==> src/rtl/cal_pkg.sv <==
package cal_pkg;
    localparam int ADDR_W  = 4;
    localparam int NFIELD  = 6;
    localparam int A_CTRL  = 0;
    localparam int A_ACTL  = 1;
    localparam int A_PEND  = 2;
    localparam int A_TIME0 = 3;
    localparam int A_ALM0  = A_TIME0 + NFIELD;

    localparam int CTL_RUN  = 0;
    localparam int CTL_HOLD = 1;
    localparam int CTL_FAST = 2;

    localparam int F_SEC  = 0;
    localparam int F_MIN  = 1;
    localparam int F_HOUR = 2;
    localparam int F_DAY  = 3;
    localparam int F_MON  = 4;
    localparam int F_YEAR = 5;

    typedef logic [NFIELD-1:0][7:0] cal_time_t;

    typedef struct packed {
        logic              glb;
        logic [NFIELD-1:0] fld;
    } alm_ctl_t;

    function automatic logic [7:0] bcd_inc(input logic [7:0] v);
        if (v[3:0] >= 4'd9) return {v[7:4] + 4'd1, 4'h0};
        return v + 8'd1;
    endfunction

    function automatic logic [6:0] bcd_to_bin(input logic [7:0] v);
        return ({3'b0, v[7:4]} * 7'd10) + {3'b0, v[3:0]};
    endfunction

    function automatic logic [7:0] month_last(input logic [7:0] mon, input logic [7:0] year);
        logic [6:0] yb;
        yb = bcd_to_bin(year);
        case (mon)
            8'h02:                      return (yb[1:0] == 2'b00) ? 8'h29 : 8'h28;
            8'h04, 8'h06, 8'h09, 8'h11: return 8'h30;
            default:                    return 8'h31;
        endcase
    endfunction

    function automatic logic [7:0] field_top(input int idx, input cal_time_t t);
        case (idx)
            F_SEC, F_MIN: return 8'h59;
            F_HOUR:       return 8'h23;
            F_DAY:        return month_last(t[F_MON], t[F_YEAR]);
            F_MON:        return 8'h12;
            default:      return 8'h99;
        endcase
    endfunction

    function automatic logic [7:0] field_base(input int idx);
        return (idx == F_DAY || idx == F_MON) ? 8'h01 : 8'h00;
    endfunction
endpackage

==> src/rtl/cal_prescaler.sv <==
module cal_prescaler #(
    parameter int W = 15
) (
    input  logic clk,
    input  logic rst,
    input  logic tick,
    input  logic hold,
    output logic strobe
);
    logic [W-1:0] cnt_q;

    always_ff @(posedge clk) begin
        if (rst || hold)  cnt_q <= '0;
        else if (tick)    cnt_q <= cnt_q + 1'b1;
    end

    assign strobe = tick && !hold && (&cnt_q);
endmodule

==> src/rtl/cal_time_core.sv <==
module cal_time_core
    import cal_pkg::*;
(
    input  logic       clk,
    input  logic       rst,
    input  logic       adv,
    input  logic       wr_en,
    input  logic [2:0] wr_idx,
    input  logic [7:0] wr_data,
    output cal_time_t  now
);
    logic [NFIELD-1:0] wrap;
    logic [NFIELD:0]   carry;

    always_comb begin
        carry[0] = adv && !wr_en;
        for (int i = 0; i < NFIELD; i++) begin
            wrap[i]      = now[i] >= field_top(i, now);
            carry[i + 1] = carry[i] && wrap[i];
        end
    end

    always_ff @(posedge clk) begin
        for (int i = 0; i < NFIELD; i++) begin
            if (rst)
                now[i] <= field_base(i);
            else if (wr_en && (int'(wr_idx) == i))
                now[i] <= wr_data;
            else if (carry[i])
                now[i] <= wrap[i] ? field_base(i) : bcd_inc(now[i]);
        end
    end
endmodule

==> src/rtl/cal_alarm.sv <==
module cal_alarm
    import cal_pkg::*;
(
    input  logic      clk,
    input  logic      rst,
    input  cal_time_t now,
    input  cal_time_t alm,
    input  alm_ctl_t  ctl,
    input  logic      clr,
    output logic      fire,
    output logic      pend
);
    logic [NFIELD-1:0] hit;
    logic              match, match_q;

    for (genvar i = 0; i < NFIELD; i++) begin : g_cmp
        assign hit[i] = !ctl.fld[i] || (now[i] == alm[i]);
    end

    assign match = ctl.glb && (&hit);
    assign fire  = match && !match_q;

    always_ff @(posedge clk) begin
        if (rst) begin
            match_q <= 1'b0;
            pend    <= 1'b0;
        end else begin
            match_q <= match;
            if (fire)     pend <= 1'b1;
            else if (clr) pend <= 1'b0;
        end
    end
endmodule

==> src/rtl/cal_clock.sv <==
module cal_clock
    import cal_pkg::*;
#(
    parameter int PRESC_W = 15
) (
    input  logic              clk,
    input  logic              rst,
    input  logic              osc_tick,
    input  logic [ADDR_W-1:0] bus_addr,
    input  logic              bus_wr,
    input  logic [7:0]        bus_wdata,
    output logic [7:0]        bus_rdata,
    output logic              alarm_irq
);
    logic [2:0] ctrl_q;
    alm_ctl_t   actl_q;
    cal_time_t  alm_q, now;
    logic       presc_strobe, adv, time_wr, alm_wr, pend_clr, pend, fire;
    logic       in_time, in_alm;
    logic [2:0] wr_idx, alm_idx;

    assign in_time  = (int'(bus_addr) >= A_TIME0) && (int'(bus_addr) < A_TIME0 + NFIELD);
    assign in_alm   = (int'(bus_addr) >= A_ALM0)  && (int'(bus_addr) < A_ALM0 + NFIELD);
    assign wr_idx   = 3'(bus_addr - ADDR_W'(A_TIME0));
    assign alm_idx  = 3'(bus_addr - ADDR_W'(A_ALM0));
    assign time_wr  = bus_wr && in_time;
    assign alm_wr   = bus_wr && in_alm;
    assign pend_clr = bus_wr && (int'(bus_addr) == A_PEND) && bus_wdata[0];

    always_ff @(posedge clk) begin
        if (rst) begin
            ctrl_q <= '0;
            actl_q <= '0;
            alm_q  <= '0;
        end else if (bus_wr) begin
            if (int'(bus_addr) == A_CTRL) ctrl_q <= bus_wdata[2:0];
            if (int'(bus_addr) == A_ACTL) actl_q <= bus_wdata[6:0];
            if (alm_wr)                   alm_q[alm_idx] <= bus_wdata;
        end
    end

    cal_prescaler #(.W(PRESC_W)) u_presc (
        .clk    (clk),
        .rst    (rst),
        .tick   (osc_tick),
        .hold   (ctrl_q[CTL_HOLD]),
        .strobe (presc_strobe)
    );

    assign adv = ctrl_q[CTL_RUN] && (ctrl_q[CTL_FAST] ? osc_tick : presc_strobe);

    cal_time_core u_core (
        .clk     (clk),
        .rst     (rst),
        .adv     (adv),
        .wr_en   (time_wr),
        .wr_idx  (wr_idx),
        .wr_data (bus_wdata),
        .now     (now)
    );

    cal_alarm u_alarm (
        .clk  (clk),
        .rst  (rst),
        .now  (now),
        .alm  (alm_q),
        .ctl  (actl_q),
        .clr  (pend_clr),
        .fire (fire),
        .pend (pend)
    );

    assign alarm_irq = pend;

    always_comb begin
        bus_rdata = 8'h00;
        if (int'(bus_addr) == A_CTRL)      bus_rdata = {5'b0, ctrl_q};
        else if (int'(bus_addr) == A_ACTL) bus_rdata = {1'b0, actl_q};
        else if (int'(bus_addr) == A_PEND) bus_rdata = {7'b0, pend};
        else if (in_time)                  bus_rdata = now[wr_idx];
        else if (in_alm)                   bus_rdata = alm_q[alm_idx];
    end
endmodule

==> config.mk <==
export PLATFORM = sky130hd
export DESIGN_NAME = cal_clock
export DESIGN_NICKNAME = d
export VERILOG_FILES = /design/src/rtl/cal_pkg.sv /design/src/rtl/cal_prescaler.sv /design/src/rtl/cal_time_core.sv /design/src/rtl/cal_alarm.sv /design/src/rtl/cal_clock.sv
export SDC_FILE = /design/constraint.sdc
export NUM_CORES = 1
export LEC_CHECK = 0
export ABC_AREA = 1
export BUFFER_PORTS_ARGS = -buffer_cell sky130_fd_sc_hd__buf_2
export CAP_MARGIN = 20
export CORE_UTILIZATION = 64
export CTS_BUF_LIST = sky130_fd_sc_hd__clkbuf_4 sky130_fd_sc_hd__clkbuf_8
export CTS_CLUSTER_DIAMETER = 80
export CTS_CLUSTER_SIZE = 16
export DETAILED_ROUTE_END_ITERATION = 16
export MAX_ROUTING_LAYER = met4
export PLACE_DENSITY = 0.82
export SKIP_CTS_REPAIR_TIMING = 1
export SYNTH_ARGS = -nofsm -noshare
export SYNTH_HDL_FRONTEND = slang
export SYNTH_SLANG_ARGS = --single-unit
==> constraint.sdc <==
create_clock -name clk -period 3.7 [get_ports clk]
set_input_delay 0.185 -clock clk [delete_from_list [all_inputs] [get_ports clk]]
set_output_delay 0.185 -clock clk [all_outputs]
set_load 0.01 [all_outputs]
Yosys cells after proc, flatten, opt, wreduce, memory -nomap -nowiden
Index checks and enable logic that the tools add are counted.
- multiply operators: 1
- multiplexer cells: 71
- reductions and logical operators: 56
- add/subtract/negate cells: 16
- magnitude comparators: 19
- equal/unequal tests: 18
- operators with widths (operator ; number):
    two-way mux 8 bit ; 38
    adder 8 x 1 -> 8 bit (second input constant) ; 6
    binary-select mux 8 bit (select 3 bit) ; 2
    bitwise mux 48 bit ; 1
    equality test 8 bit ; 6
    greater-or-equal comparator 4 bit (second input constant) ; 7
    two-way mux 1 bit ; 28
    adder 4 x 1 -> 4 bit (second input constant) ; 6
    demux 8 bit (select 3 bit) ; 1
    logical AND 1 bit ; 24
    equality test 8 x 3 -> 1 bit (second input constant) ; 2
    greater-or-equal comparator 8 x 7 -> 1 bit (second input constant) ; 2
    one-hot mux 8 bit (2 select lines) ; 1
    adder 15 x 1 -> 15 bit (second input constant) ; 1
    AND reduction 15 bit ; 1
    nonzero test 2 bit ; 7
    equality test 3 bit (second input constant) ; 4
    zero test 1 bit ; 9
    equality test 8 x 2 -> 1 bit (second input constant) ; 1
    equality test 8 x 4 -> 1 bit (second input constant) ; 1
    equality test 8 x 5 -> 1 bit (second input constant) ; 1
    greater-or-equal comparator 8 x 5 -> 1 bit (second input constant) ; 1
    greater-or-equal comparator 8 x 6 -> 1 bit (second input constant) ; 1
    greater-or-equal comparator 8 bit ; 1
    19 further kinds ; 29
- flip-flop bits (word level): 123
- input bits: 16
- output and inout port bits: 9

Depth between registers and ports, before layout
Gate-level depths: netlist (run 1).
- word-level depth: 18
- mapped depth: 18
- mapped depth without buffers: 18

Cells and area by module
Synthesis (run 1) repeated with hierarchy kept, for this count alone.
- cells, all modules: 1408
- area total of the unflattened synthesis: 8703.3 um2
- modules (own cells, without submodules) (module ; cells an instance ; instances ; area an instance (um2)):
    cal_time_core ; 563 ; 1 ; 3633.5
    cal_clock ; 563 ; 1 ; 3448.3
    cal_alarm ; 167 ; 1 ; 845.8
    cal_prescaler ; 115 ; 1 ; 775.7

Worst setup path after synthesis (run 1)
No wires, ideal clock.
- kind: input to output
- from: input bus_addr[0]
- to: output bus_rdata[6]
- cell stages on the path: 14
- setup slack: 1.129 ns
- path buffers: 5
- arrival: 2.386 ns
- cells stage by stage: buf_2 clkinv_1 buf_2 buf_2 ha_1 buf_2 inv_1 clkbuf_1 o21ai_0 o21ai_0 nand2_1 a21oi_1 o21ai_0 o21ai_0
- word-level cells in the longest chain between the ends: 8
- RTL lines (what ; line ; text):
    start: declaration ; cal_clock.sv:9 ; input logic [ADDR_W-1:0] bus_addr,
    subtractor 3 x 1 -> 3 bit ; cal_clock.sv:25 ; assign alm_idx = 3'(bus_addr - ADDR_W'(A_ALM0));
    binary-select mux 8 bit (select 3 bit) ; cal_clock.sv:81 ; else if (in_alm) bus_rdata = alm_q[alm_idx];
    two-way mux 8 bit (not written as such) ; cal_clock.sv:81 ;
    two-way mux 8 bit ; cal_clock.sv:81 ;
    two-way mux 8 bit ; cal_clock.sv:80 ; else if (in_time) bus_rdata = now[wr_idx];
    two-way mux 8 bit ; cal_clock.sv:79 ; else if (int'(bus_addr) == A_PEND) bus_rdata = {7'b0, pend};
    two-way mux 8 bit ; cal_clock.sv:78 ; else if (int'(bus_addr) == A_ACTL) bus_rdata = {1'b0, actl_q};
    two-way mux 8 bit (*) ; cal_clock.sv:77 ; if (int'(bus_addr) == A_CTRL) bus_rdata = {5'b0, ctrl_q};
    end: declaration ; cal_clock.sv:12 ; output logic [7:0] bus_rdata,
Every way passes the cells marked *; elsewhere a longest branch is shown, timed or not. The select of a mux whose other input is x is not followed.

Worst setup path in the final report (run 1)
- from: register u_core.now[32] (netlist bit)
- to: register u_core.now[42] (netlist bit)
- word-level cells in the longest chain between the ends: 7
- RTL lines (what ; line ; text):
    start: declaration ; cal_time_core.sv:10 ; output cal_time_t now
    start signal: indexed assignment ; cal_time_core.sv:26 ; now[i] <= field_base(i);
    start signal: indexed assignment ; cal_time_core.sv:28 ; now[i] <= wr_data;
    start signal: indexed assignment ; cal_time_core.sv:30 ; now[i] <= wrap[i] ? field_base(i) : bcd_inc(now[i]);
    equality test 8 x 3 -> 1 bit (tied with other cells) ; cal_pkg.sv:40 ; case (mon)
    OR reduction 4 bit ; cal_pkg.sv:40 ;
    one-hot mux 8 bit (2 select lines) ; cal_pkg.sv:40 ;
    greater-or-equal comparator 8 bit ; cal_time_core.sv:18 ; wrap[i] = now[i] >= field_top(i, now);
    logical AND 1 bit ; cal_time_core.sv:19 ; carry[i + 1] = carry[i] && wrap[i];
    logical AND 1 bit (*) ; cal_time_core.sv:19 ;
    nonzero test 2 bit (no line) (*) ; n/a ;
Every way passes the cells marked *; elsewhere a longest branch is shown, timed or not.
A chain may end at the register's enable or synchronous reset.

==> results of run 1 <==
==> power by group through the flow <==
stage	Combinational (mW)	Sequential [mW]	Clock, mW
after global placement	0.373	1.40	0
after CTS	0.381	1.37	1.55
final	0.394	1.37	1.55
after detailed placement	0.377	1.40	0
after global routing	0.428	1.37	1.61
after floorplan	0.261	1.39	0
==> per-stage QoR <==
stage	setup WS (ps)	hold slack, ps	area, µm²
finish	784	18.9	8930
global route	518	14.3	8930
CTS	796	5.57	8930
detailed placement	878	412	8410
global placement	908	406	8410
floorplan	1130	332	8250
==> cell families after synthesis <==
group | Yosys count
flip-flops | 123
XOR/XNOR | 49
AO/OA/AOI/OAI | 317
buffers and inverters | 187
adder cells (fa/ha/maj) | 45
AND/OR/NAND/NOR | 524
==> area by class of cell <==
type	instances	area (µm²)
clock buffer	18	248
clock inverter	14	268
fill	1130	3690
inverter	145	544
multi-input combinational	935	5040
sequential	123	2460
tap	172	215
timing repair buffer	28	150
==> worst paths after layout <==
kind                   startpoint  cells after the start             end  slack [ps]
setup reg to reg   u_core.now[32]                     16  u_core.now[42]         780
hold reg to reg   u_alarm.match_q                      1    u_alarm.pend         440
hold / removal       bus_wdata[4]                      3       actl_q[4]          20
setup / recovery   u_core.now[32]                     16  u_core.now[42]         780
==> routing by layer <==
layer	vias to the layer above	share of wire	track usage
li1	4134	-	-
met3	90	0.10	0.0983
met5	-	0	-
met1	3852	0.42	0.498
met2	443	0.44	0.592
met4	0	0.041	0.197
==> sequential cells by signal (all words and copies together) (netlist names) <==
signal	cells
alm_q	48
u_core.now	48
u_presc.cnt_q	15
actl_q	7
ctrl_q	3
u_alarm.match_q	1
u_alarm.pend	1
==> Yosys cell counts (all sizes together), types with 21 or more instances <==
cell / number / area (µm²)
xnor2: 28 / 245
ha: 45 / 563
a21oi: 146 / 731
nor2: 110 / 447
nand2: 264 / 1020
nor3: 29 / 179
o21ai: 127 / 647
nand3: 86 / 478
clkbuf: 23 / 97.6
xor2: 21 / 184
inv: 138 / 518
dfxtp: 123 / 2460
==> worst max-delay path: cells and delay by family (launching register included) <==
| kind | cells | cell delay [ps] |
|---|---|---|
| AO/OA/AOI/OAI | 3 | 470 |
| adder cells (fa/ha/maj) | 2 | 350 |
| buffers and inverters | 2 | 220 |
| flip-flops | 1 | 460 |
| AND/OR/NAND/NOR | 9 | 1370 |
==> flow_summary.yaml, run 1 <==
sta:
  rsz0062_at_grt: "false"
  fmax_mhz: 343
  post-route-period-util: 0.788
  finalHoldViolations: 0
  relSlewSlack: 0.401
  final.setup.tns_ps: 0
  clock_skew_ps: 12.0
  setup_viol: 0
  min_period_ps: 2920
  slew_viol_final: 0
  tightest_slew_ps: 898
placement:
  io_buffers: 24
  dp_hpwl_um: 17500
  place_congestion: 1.02
  place_inst: 1403
cts:
  ctsHtreeMaxLevel: 4
  numCtsBuffers: 17
  clk_latency_ps: 470
  cts_tree: "done"
  clockBufferDepth: 2
  cts_root_buf: "clkbuf_8"
  cts.sinks: 123
  clk_pin_slew_ps: 70
power:
  swShare: 0.271
  p_switching_uw: 900
  p_int_mw: 2.42
  p_leak_nw: 3.86
  total_power_mw: 3.32
  ir_drop_mv: 0.467
  seq_power_share: 0.414
  powerDensity_nw_per_um2: 372
  pwr-share-clk: 0.468
  combPwrFrac: 0.119
logic_synthesis:
  synth_edf_count: 0
  synth.area.mux_share: 0
  synthXorXnorAreaFrac: 0.0520
  synthAdderAreaFrac: 0.0682
  synth_compound_area_frac: 0.205
  synth_area_um2: 8250
  ys.flop_type: "dfxtp_1"
  synth_warnings: 0
  syn-instance-count: 1245
  synth_top_family_by_area: "simple AND/OR/NAND/NOR gates"
  syn-mean-instance-area_um2: 6.63
  async_flop_share: 0
  ys_ff_latch: 123
  syn-num-nets: 1306
  synthSimpleGateAreaFrac: 0.286
  synth_cell_types: 45
  ys_seq_area_frac: 0.298
critical_path:
  criticalPathCategory: "register to register"
  worstPathRequired_ps: 4090
  crit_chain: "inv_1, ha_1, o21ai_0, o21ai_0, a32oi_1, nand2_1, inv_1, ha_1, nand2_1, nor3_1, nand4_1, nand2_1, nand4_4, nand3_1, nand2_1, nor2_1"
  path_common_cell: "nand2_1"
  end_kind: "register"
  crit_slowest_cell: "dfxtp_1"
  worstPathMaxFanout: 16
  cpPeakStageDelay_ps: 460
  cp.arrival_ps: 3310
  critPathLaunchType: "register"
floorplanning:
  die_h_um: 116
  die_area_um2: 13400
  ios: 25
  die_x_um: 116
  initial_core_util: 0.654
  coreArea_um2: 12600
  fp-row-count: 41
routing:
  detail-route-antenna-nets: 0
  drc_errors: 0
  totalWireLength_um: 24800
  routedWlPerCell_um: 17.3
  drtPass1Iterations: 6
  via_count: 8519
  viasPerCell: 5.94
  drt_iter0_markers: 1317
worst_hold_path:
  hold_path.class: "input port to register"
global_routing:
  grt_overflow: 0
  grt_pass1_wl_um: 38900
  grt_pass1_vias: 7620
  antenna_found_initial: 0
  grt_max_degree: 47
  grtUsageTotal: 0.396
cells_and_area:
  drive_gt1_frac: 0.0847
  fin_cells: 1435
  utilization: 0.707
  layout_common_cells: "nand2_1, a21oi_1, inv_1"
  layout_commonest_cell: "nand2_1"
  syn2layout_area_growth_pct: 8.19
  nets: 1311
  num_antenna_cells: 0
status:
  outcome: "complete, no violations"
flow_run:
  drv_cap: 0
Power figures use the tool's default switching activity.
==> run 2, diff against run 1 <==
- CORE_UTILIZATION: 64 -> 59
- PLACE_DENSITY: 0.82 -> 0.79
- clock period: 3.7 -> 2.4 ns (I/O delays scaled with it)
==> run 2 against run 1 <==
  * The run now ends with negative setup slack left
  * Register-to-register slack got worse by 1100 ps
  * Clock power increased by 35%
  * Maximum frequency increased by 7.7%
  * Critical path type unchanged
  * Via count increased by 4.9%
  * Combinational power increased by 76%
  * Worst setup slack got worse by 1100 ps
  * Critical path depth decreased by 1
  * Count of clock-buffer cells in the layout unchanged
==> flow_summary.yaml, run 2 (synthesized netlist as in run 1, its figures left out) <==
global_routing:
  use_met1: 0.490
  grt_max_degree: 38
  grtUsageMet3: 0.0698
  top_usage_layer: "met2"
  grt_pass1_wl_um: 40800
  grtUsageTotal: 0.377
  antenna_found_initial: 0
  use_met2: 0.580
  grt_overflow: 0
  grt_pass1_vias: 7980
cells_and_area:
  syn2layout_area_growth_pct: 16.8
  layout_common_cells: "nand2_1, a21oi_1, inv_1"
  layout_commonest_cell: "nand2_1"
  largest_registers: "alm_q: 48 flops, u_core.now: 48 flops, u_presc.cnt_q: 15 flops"
  finish.instance_area_um2: 9640
  num_antenna_cells: 0
  nets: 1381
  seq_area_um2: 2470
  multiInputGateArea_um2: 5250
  utilization: 0.717
  drive_gt1_frac: 0.161
  nFillCells: 1159
placement:
  dp_hpwl_um: 18800
  place_congestion: 1.02
  io_buffers: 24
  placed_cell_area_um2: 8840
floorplanning:
  fp-row-count: 42
  die_x_um: 120
  coreArea_um2: 13500
  ios: 25
  die_h_um: 120
  initial_core_util: 0.613
  die_area_um2: 14500
cts:
  cts_root_buf: "clkbuf_8"
  clk_latency_ps: 480
  clockBufferDepth: 2
  clk_pin_slew_ps: 80
  ctsHtreeMaxLevel: 4
  cts_tree: "done"
  numCtsBuffers: 17
  cts.sinks: 123
status:
  violations: "negative setup slack"
  outcome: "complete, but fails checks"
critical_path:
  worstPathRequired_ps: 2800
  critPathLaunchType: "register"
  cpPeakStageDelay_ps: 370
  cpLargestDelayFamily: "simple AND/OR/NAND/NOR gates"
  worst-path-buf-inv: 5
  crit_chain: "inv_4, ha_4, inv_1, nor3_1, inv_1, ha_1, a21oi_1, nand2_1, a21oi_4, nand2_4, buf_4, nand3_4, buf_6, nand3_1, a21oi_1"
  end_kind: "register"
  crit_slowest_cell: "dfxtp_4"
  worstPathMaxFanout: 5
  criticalPathCategory: "register to register"
  cp.arrival_ps: 3100
sta:
  finalHoldViolations: 0
  post-route-period-util: 1.13
  min_period_ps: 2710
  tightest_slew_ps: 636
  rsz0062_at_grt: "true"
  setup_viol: 23
  final.setup.worst_slack_ps: -307
  slew_viol_final: 0
  relSlewSlack: 0.576
  fmax_mhz: 369
  clock_skew_ps: 12.8
power:
  ir_drop_mv: 0.475
  powerDensity_nw_per_um2: 508
  total_power_mw: 4.90
  p_leak_nw: 4.23
worst_hold_path:
  hold_path.class: "input port to register"
routing:
  detail-route-antenna-nets: 0
  totalWireLength_um: 26500
  drt_iter0_markers: 1154
  viasPerCell: 5.93
  drtPass1Iterations: 6
  via_count: 8938
  routedWlPerCell_um: 17.6
  drc_errors: 0
flow_run:
  drv_cap: 0
-- run 2: cell count changes in the layout (fill, tap and decap cells not counted), moves of 4 or more --
cell | before | now
buf_4 | 4 | 65
a21oi_1 | 146 | 135
a21oi_2 | 0 | 10
o21ai_0 | 124 | 116
inv_1 | 133 | 126
nand3_1 | 81 | 75
nand3_2 | 2 | 8
o21ai_1 | 2 | 8
ha_1 | 45 | 40
ha_4 | 0 | 5
buf_6 | 0 | 4
dfxtp_1 | 123 | 119
inv_2 | 5 | 9
-- run 2: through the flow --
stage	TNS (ps)	hold WS, ps	cells	setup slack (ps)
finish	-5370	5.44	1508	-307
detailed placement	-3720	410	1463	-252
global route	-7600	27.5	1508	-382
global placement	-165	409	1463	-24.4
floorplan	0	267	1245	5.16
CTS	-4200	-87.1	1494	-271
-- run 2: path summary, 6_finish.rpt --
check / slack, ps / end / start / cells past startpoint
max: -310 / u_core.now[34] / u_core.now[32] / 15
min: 5 / ctrl_q[0] / bus_wr / 3
max reg2reg: -310 / u_core.now[34] / u_core.now[32] / 15
min reg2reg: 450 / u_alarm.pend / u_alarm.match_q / 1
-- run 2: routing by layer --
metal | part of all wire | up-vias
met5 | 0 | -
met4 | 0.030 | 0
met3 | 0.10 | 79
met2 | 0.45 | 473
met1 | 0.42 | 4106
li1 | - | 4280
-- run 2: worst min-delay path, cell delays in order --
cell	delay, ps
buf_2	150
nand3_1	90
a21oi_1	60
-- run 2: layout make-up --
type / instances / share of cell area
multi-input combinational: 936 / 0.545
sequential: 123 / 0.256
timing repair buffer: 97 / 0.0729
inverter: 145 / 0.0575
clock buffer: 18 / 0.0257
tap: 176 / 0.0228
clock inverter: 13 / 0.0201
-- run 2: power breakdown --
part           switching, mW  leakage, nW  internal, mW
Combinational          0.465         3.03         0.230
Clock                  0.936        0.208          1.16
Sequential            0.0382        0.994          2.07
Total                   1.44         4.23          3.46
